**src/rtl/reset_hub_pkg.sv**
```systemverilog
// Shared register bit positions and types for the reset source controller.
// Assumes 8-bit registers and a one-bit register address.
package reset_hub_pkg;
    localparam int REG_W        = 8;
    localparam int CTL_EN_BIT   = 7;
    localparam int CTL_RST_BIT  = 6;
    localparam int CTL_WARN_BIT = 5;
    localparam int SRC_PIN_BIT  = 0;
    localparam int SRC_SEL_BIT  = 1;
    localparam int SRC_MCD_BIT  = 2;
    localparam int SRC_MON_BIT  = 3;

    typedef enum logic {REG_CTL = 1'b0, REG_SRC = 1'b1} reg_sel_e;

    typedef struct packed {
        logic mon;
        logic mcd;
        logic pin;
    } cause_t;
endpackage

```
**src/rtl/rh_pin_filter.sv**
```systemverilog
// External reset pin conditioner: a SYNC_STAGES-deep synchronizer followed by
// a filter that accepts the pin only after FILT consecutive low samples.
// Assumes SYNC_STAGES >= 2 and FILT >= 2. Only power-on clears it.
module rh_pin_filter #(
    parameter int SYNC_STAGES = 2,
    parameter int FILT        = 4
) (
    input  logic clk,
    input  logic por_n,
    input  logic pin_n,
    output logic req
);
    localparam int CW = $clog2(FILT + 1);

    logic [SYNC_STAGES-1:0] sync_q;
    logic [CW-1:0]          low_cnt;
    logic                   pin_sync;

    // Shift the raw pin level through the synchronizer chain.
    always_ff @(posedge clk) begin
        if (!por_n) sync_q <= '1;
        else        sync_q <= {sync_q[SYNC_STAGES-2:0], pin_n};
    end

    assign pin_sync = sync_q[SYNC_STAGES-1];

    // Count consecutive low samples, saturating at FILT.
    always_ff @(posedge clk) begin
        if (!por_n)                    low_cnt <= '0;
        else if (pin_sync)             low_cnt <= '0;
        else if (low_cnt != CW'(FILT)) low_cnt <= low_cnt + 1'b1;
    end

    assign req = (low_cnt == CW'(FILT));

    p_accept_r5: assert property (@(posedge clk) disable iff (!por_n)
        $rose(req) |-> ($past(low_cnt) == CW'(FILT - 1)) && $past(!pin_sync));
endmodule

```
**src/rtl/rh_stretch.sv**
```systemverilog
// Reset hold-off timer: keeps the reset active while any request is present
// and for HOLD cycles after the last one disappears. Power-on preloads the
// timer so the system reset is also stretched after power-on.
module rh_stretch #(
    parameter int HOLD = 16
) (
    input  logic clk,
    input  logic por_n,
    input  logic req,
    output logic active,
    output logic new_event
);
    localparam int CW = $clog2(HOLD + 1);

    logic [CW-1:0] hold_cnt;

    // Reload on request or power-on, otherwise count down to zero.
    always_ff @(posedge clk) begin
        if (!por_n || req)        hold_cnt <= CW'(HOLD);
        else if (hold_cnt != '0)  hold_cnt <= hold_cnt - 1'b1;
    end

    assign active    = req || (hold_cnt != '0);
    assign new_event = req && (hold_cnt == '0);

    p_hold_r7: assert property (@(posedge clk) disable iff (!por_n)
        $fell(req) |-> active);
endmodule

```
**src/rtl/rh_regs.sv**
```systemverilog
// Register file: monitor control at REG_CTL, source selection and cause
// flags at REG_SRC. Configuration is reset by power-on or system reset;
// the cause flags only by power-on. Reads are combinational.
module rh_regs
    import reset_hub_pkg::*;
(
    input  logic             clk,
    input  logic             por_n,
    input  logic             in_rst,
    input  logic             new_event,
    input  cause_t           cause,
    input  logic             wr_en,
    input  logic             addr,
    input  logic [REG_W-1:0] wdata,
    input  logic             sup_rst_ok,
    input  logic             sup_warn_ok,
    output logic [REG_W-1:0] rdata,
    output logic             mon_en,
    output logic             mon_sel,
    output logic             mcd_en
);
    cause_t flags;
    cause_t winner;
    logic   unused_wbits;

    assign unused_wbits = ^{wdata[REG_W-1:4], wdata[0]};

    // Configuration bits: reset values during any reset, else software writes.
    always_ff @(posedge clk) begin
        if (!por_n || in_rst) begin
            mon_en  <= 1'b1;
            mon_sel <= 1'b0;
            mcd_en  <= 1'b0;
        end else if (wr_en) begin
            if (reg_sel_e'(addr) == REG_CTL) begin
                mon_en <= wdata[CTL_EN_BIT];
            end else begin
                mon_sel <= wdata[SRC_SEL_BIT];
                mcd_en  <= wdata[SRC_MCD_BIT];
            end
        end
    end

    // Pick a single cause: pin over missing clock over supply monitor.
    always_comb begin
        winner = '0;
        if (cause.pin)      winner.pin = 1'b1;
        else if (cause.mcd) winner.mcd = 1'b1;
        else if (cause.mon) winner.mon = 1'b1;
    end

    // Cause flags: captured at the start of each reset, kept otherwise.
    always_ff @(posedge clk) begin
        if (!por_n)         flags <= '0;
        else if (new_event) flags <= winner;
    end

    // Read multiplexer.
    always_comb begin
        rdata = '0;
        if (reg_sel_e'(addr) == REG_CTL) begin
            rdata[CTL_EN_BIT]   = mon_en;
            rdata[CTL_RST_BIT]  = sup_rst_ok;
            rdata[CTL_WARN_BIT] = sup_warn_ok;
        end else begin
            rdata[SRC_PIN_BIT] = flags.pin;
            rdata[SRC_SEL_BIT] = mon_sel;
            rdata[SRC_MCD_BIT] = flags.mcd;
            rdata[SRC_MON_BIT] = flags.mon;
        end
    end

    p_flags_onehot_r8: assert property (@(posedge clk) disable iff (!por_n)
        $onehot0(flags));
    p_flags_hold_r8: assert property (@(posedge clk) disable iff (!por_n)
        !new_event |=> $stable(flags));
    p_cfg_reset_r10: assert property (@(posedge clk) disable iff (!por_n)
        in_rst |=> (mon_en && !mon_sel && !mcd_en));
    p_reserved_r3: assert property (@(posedge clk) disable iff (!por_n)
        (addr == 1'b0) |-> (rdata[4:0] == 5'b0));
endmodule

```
**src/rtl/reset_hub.sv**
```systemverilog
// Reset source controller top: combines the filtered pin, the gated supply
// monitor and the gated missing-clock detector into one stretched,
// active-low system reset. Assumes all inputs except the pin are already
// synchronous to clk.
module reset_hub
    import reset_hub_pkg::*;
#(
    parameter int SYNC_STAGES = 2,
    parameter int PIN_FILT    = 4,
    parameter int HOLD        = 16
) (
    input  logic       clk,
    input  logic       por_n,
    input  logic       rst_pin_n,
    input  logic       sup_above_rst,
    input  logic       sup_above_warn,
    input  logic       clk_missing,
    input  logic       low_power,
    input  logic       reg_addr,
    input  logic       reg_wr,
    input  logic [7:0] reg_wdata,
    output logic [7:0] reg_rdata,
    output logic       sys_rst_n
);
    logic   pin_req;
    logic   mon_req;
    logic   mcd_req;
    logic   any_req;
    logic   rst_active;
    logic   new_event;
    logic   mon_en;
    logic   mon_sel;
    logic   mcd_en;
    cause_t cause;

    rh_pin_filter #(.SYNC_STAGES(SYNC_STAGES), .FILT(PIN_FILT)) u_pin (
        .clk   (clk),
        .por_n (por_n),
        .pin_n (rst_pin_n),
        .req   (pin_req)
    );

    // Gate each source with its own enables.
    always_comb begin
        mon_req   = mon_en && mon_sel && !sup_above_rst;
        mcd_req   = mcd_en && !low_power && clk_missing;
        any_req   = pin_req || mon_req || mcd_req;
        cause.pin = pin_req;
        cause.mcd = mcd_req;
        cause.mon = mon_req;
    end

    rh_stretch #(.HOLD(HOLD)) u_hold (
        .clk       (clk),
        .por_n     (por_n),
        .req       (any_req),
        .active    (rst_active),
        .new_event (new_event)
    );

    assign sys_rst_n = !rst_active;

    rh_regs u_regs (
        .clk         (clk),
        .por_n       (por_n),
        .in_rst      (rst_active),
        .new_event   (new_event),
        .cause       (cause),
        .wr_en       (reg_wr),
        .addr        (reg_addr),
        .wdata       (reg_wdata),
        .sup_rst_ok  (sup_above_rst),
        .sup_warn_ok (sup_above_warn),
        .rdata       (reg_rdata),
        .mon_en      (mon_en),
        .mon_sel     (mon_sel),
        .mcd_en      (mcd_en)
    );

    p_gate_r4: assert property (@(posedge clk) disable iff (!por_n)
        (sys_rst_n && !sup_above_rst) |-> !(mon_en && mon_sel));
    p_pin_any_mode_r6: assert property (@(posedge clk) disable iff (!por_n)
        pin_req |-> !sys_rst_n);
endmodule

```
**config.mk**
```make
export PLATFORM = sky130hd
export DESIGN_NAME = reset_hub
export DESIGN_NICKNAME = d
export VERILOG_FILES = /design/src/rtl/reset_hub_pkg.sv /design/src/rtl/rh_pin_filter.sv /design/src/rtl/rh_stretch.sv /design/src/rtl/rh_regs.sv /design/src/rtl/reset_hub.sv
export SDC_FILE = /design/constraint.sdc
export NUM_CORES = 1
export LEC_CHECK = 0
export BUFFER_PORTS_ARGS = -buffer_cell sky130_fd_sc_hd__buf_2
export CORE_MARGIN = 1.5
export CORE_UTILIZATION = 48
export CTS_CLUSTER_DIAMETER = 200
export DETAILED_ROUTE_END_ITERATION = 7
export PLACE_DENSITY_LB_ADDON = 0.1
export SLEW_MARGIN = 0
export SYNTH_ARGS = -nofsm -noshare
export SYNTH_HDL_FRONTEND = slang
export SYNTH_HIERARCHICAL = 1
export SYNTH_SLANG_ARGS = --single-unit
```
**constraint.sdc**
```tcl
create_clock -name clk -period 3.05 [get_ports clk]
set_clock_uncertainty 0.2 [all_clocks]
set_input_delay 0.61 -clock clk [delete_from_list [all_inputs] [get_ports clk]]
set_output_delay 0.61 -clock clk [all_outputs]
set_load 0.05 [all_outputs]
```
==> flow_summary_export.csv <==
group,metric,value,unit
status,outcome,"complete, no violations",
global_routing,grt_max_degree,14,
place,placement.io_buffers,19,
sta,hold_ws,0.222,ns
setup_path,crit_type,"reg2out",
logic_synthesis,synthTopCellsByArea,"dfxtp_1 39%, ha_1 6.1%, nand2b_1 5.3%",
sta,rsz0062_at_grt,"no",
logic_synthesis,synth_top_area_cell,"dfxtp_1",
logic_synthesis,ys_warn_count,6,
pwr,power.switching,0.203,mW
pwr,combPwrFrac,32.7,%
clock_network,cts-root-buf,"clkbuf_4",
floorplan,dieArea,0.00198,sq mm
pwr,p_leak,0.440,nW
sta,fin_crit_sh,95.0,%
run,drv_cap,0,
sta,slew_violations,0,
clock_network,worstSkewPairLatency,0.28,ns
floorplan,start_util,52.9,%
routing,wl_per_cell,11.0,um
logic_synthesis,yosysTopAreaCellShare,38.8,%
setup_path,reg2reg_depth,7,
sta,setup_viol,0,
cells_and_area,post_route_cells_drive_above_1_share,28.0,%
clock_network,cts.sinks,16,
logic_synthesis,synth-edff-count,0,
logic_synthesis,syn_nets,107,
cells_and_area,area_growth_syn_to_layout,17.3,%
pwr,p_clk_share,22.7,%
floorplan,ios,26,
floorplan,row_count,14,
clock_network,cts_resized,0,
logic_synthesis,synth_area,825,sq um
pwr,sw_frac_of_total,32.9,%
setup_path,crit_fanout,6,
clock_network,cts_buffer_depth,2,
pwr,cell_internal_pwr,0.413,mW
logic_synthesis,netlist_instances,86,
global_routing,grt_pass1_vias,573,
routing,via_count,640,
clock_network,h-tree-depth,1,
logic_synthesis,ys_top_cells_by_count,"16 x dfxtp_1, 7 x nand2b_1, 7 x nor2b_1, 5 x inv_1",
logic_synthesis,synthMostInstantiatedCell,"dfxtp_1",
place,place.gp.congestion,0.690,
cells_and_area,ff_latch_area,322,sq um
cells_and_area,multiInputGateArea,473,sq um
floorplan,die-height,44.4,um
routing,drt_iter0_drc,14,
logic_synthesis,yosysSeqAreaShare,38.8,%
worst_hold_path,hold_path_depth,1,
logic_synthesis,synthArstFlopShare,0,%
clock_network,clkTransAtPathRegs,0.10,ns
cells_and_area,n_fill_cell,152,
pwr,pwr-share-seq,44.6,%
sta,hold_viol,0,
global_routing,grtUsageTotal,15.9,%
pwr,irDropWorstVdd,0.000487,V
clock_network,post_cts_buffers,0,
clock_network,ctsHoldBuffers,0,
routing,routed_via_density,5.20,
setup_path,crit_required,2.24,ns
floorplan,die_x,44.4,um
cells_and_area,diodes,0,
routing,firstDrtPassIters,6,
routing,drt.antenna.violating_nets,0,
global_routing,overflow,0,
place,dpl_worst_slack,0.405,ns
logic_synthesis,ys_ff_latch,16,
floorplan,coreArea,0.00156,sq mm
routing,drc_errors,0,
setup_path,endpoint_kind,"output pin",
cells_and_area,layout.nets,129,
place,hpwlAfterDp,1050,um
sta,fin_ws,0.152,ns
global_routing,grt_pass1_wl,2250,um
clock_network,cts_inserted_buffers,3,
logic_synthesis,ys_types,32,
setup_path,crit_arrival,2.09,ns
worst_hold_path,hp-class,"reg2reg",
logic_synthesis,ys_dominant_reg_cell,"dfxtp_1",
setup_path,crit_path_start_kind,"flop",
global_routing,grt_antenna_before_repair,0,
clock_network,cts_tree,"built",
sta,fin_tns_setup,0,ns
sta,fmax,345,MHz
routing,drt-total-wl,1350,um
logic_synthesis,avgSynthCellArea,9.59,sq um
pwr,power_density,637,mW/mm^2
sta,period_minus_slack,2.90,ns
-- registers in the layout, indices dropped and copies added (netlist names) --
name,cells
u_regs/mon_sel,1
u_regs/mcd_en,1
u_hold/hold_cnt,5
u_pin/sync_q,2
u_regs/flags,3
u_regs/mon_en,1
u_pin/low_cnt,3
-- power groups by stage --
stage	clock network [mW]	registers, mW	logic (mW)
detailed placement	0	0.279	0.200
CTS	0.147	0.275	0.201
global route	0.159	0.279	0.227
floorplan	0	0.274	0.165
global placement	0	0.279	0.192
finish	0.139	0.275	0.201
-- critical path: stages (launching register included) --
cell      delay, ns
dfxtp_2        0.36
inv_1          0.05
ha_1           0.25
and2_2         0.23
or3_1          0.40
or2b_1         0.25
inv_1          0.05
clkbuf_4       0.22
-- final cells by class --
class                           instances  share of cell area, %
Multi-Input combinational cell         63                   48.9
Sequential cell                        16                   33.2
Timing Repair Buffer                   19                   10.1
Clock buffer                            4                   3.75
Tap cell                               16                   2.07
Inverter                                5                   1.94
-- cell usage in the layout (no fill, tap or decap), types with 2 or more instances in the layout --
cell type | netlist | routed
nor3_1 | 3 | 3
inv_1 | 5 | 5
dfxtp_1 | 16 | 15
clkbuf_4 | 0 | 4
ha_1 | 4 | 4
nor2_1 | 3 | 3
a21bo_1 | 2 | 2
and2_1 | 4 | 4
nand3_1 | 4 | 4
nand2b_1 | 7 | 7
nor2b_1 | 7 | 7
and2_2 | 2 | 2
buf_2 | 1 | 18
a211o_1 | 2 | 2
xnor2_1 | 3 | 3
and3b_1 | 4 | 4
a21oi_1 | 3 | 3
-- final timing paths --
check             slack [ns]              from               to
setup reg to reg        0.78  u_pin/low_cnt[0]    u_regs/mon_en
hold reg to reg         0.22   u_pin/sync_q[0]  u_pin/sync_q[1]
setup / recovery        0.15  u_pin/low_cnt[0]        sys_rst_n
hold / removal          0.22   u_pin/sync_q[0]  u_pin/sync_q[1]
-- kinds of logic (layout without fill, tap and decap cells) --
logic type	after synthesis	count (layout)	share of synthesized area [%]
simple gates	41	41	34.1
compound gates	13	13	12.3
fa+ha+maj	4	4	6.07
flops	16	16	38.8
buf+inv	7	28	3.79
mux	1	1	1.21
xor+xnor	3	3	3.19
other cells	1	1	0.455
-- metrics by stage --
step	cell area [sq um]	util, %	instances	total power, mW
2_1_floorplan	825	-	86	0.439
3_3_place_gp	927	59.5	119	0.472
3_5_place_dp	927	59.5	119	0.479
4_1_cts	963	61.8	123	0.623
5_1_grt	967	62.0	123	0.665
6_report	967	62.0	123	0.616
-- per-layer routing --
layer / share of wire (%) / up-vias / GRT usage (%)
met5: 0 / - / 0
met4: 1.3 / 0 / 12.7
met3: 3.8 / 4 / 2.45
met2: 46 / 15 / 24.7
met1: 49 / 286 / 19.3
li1: - / 335 / -
Power figures use the tool's default switching activity.
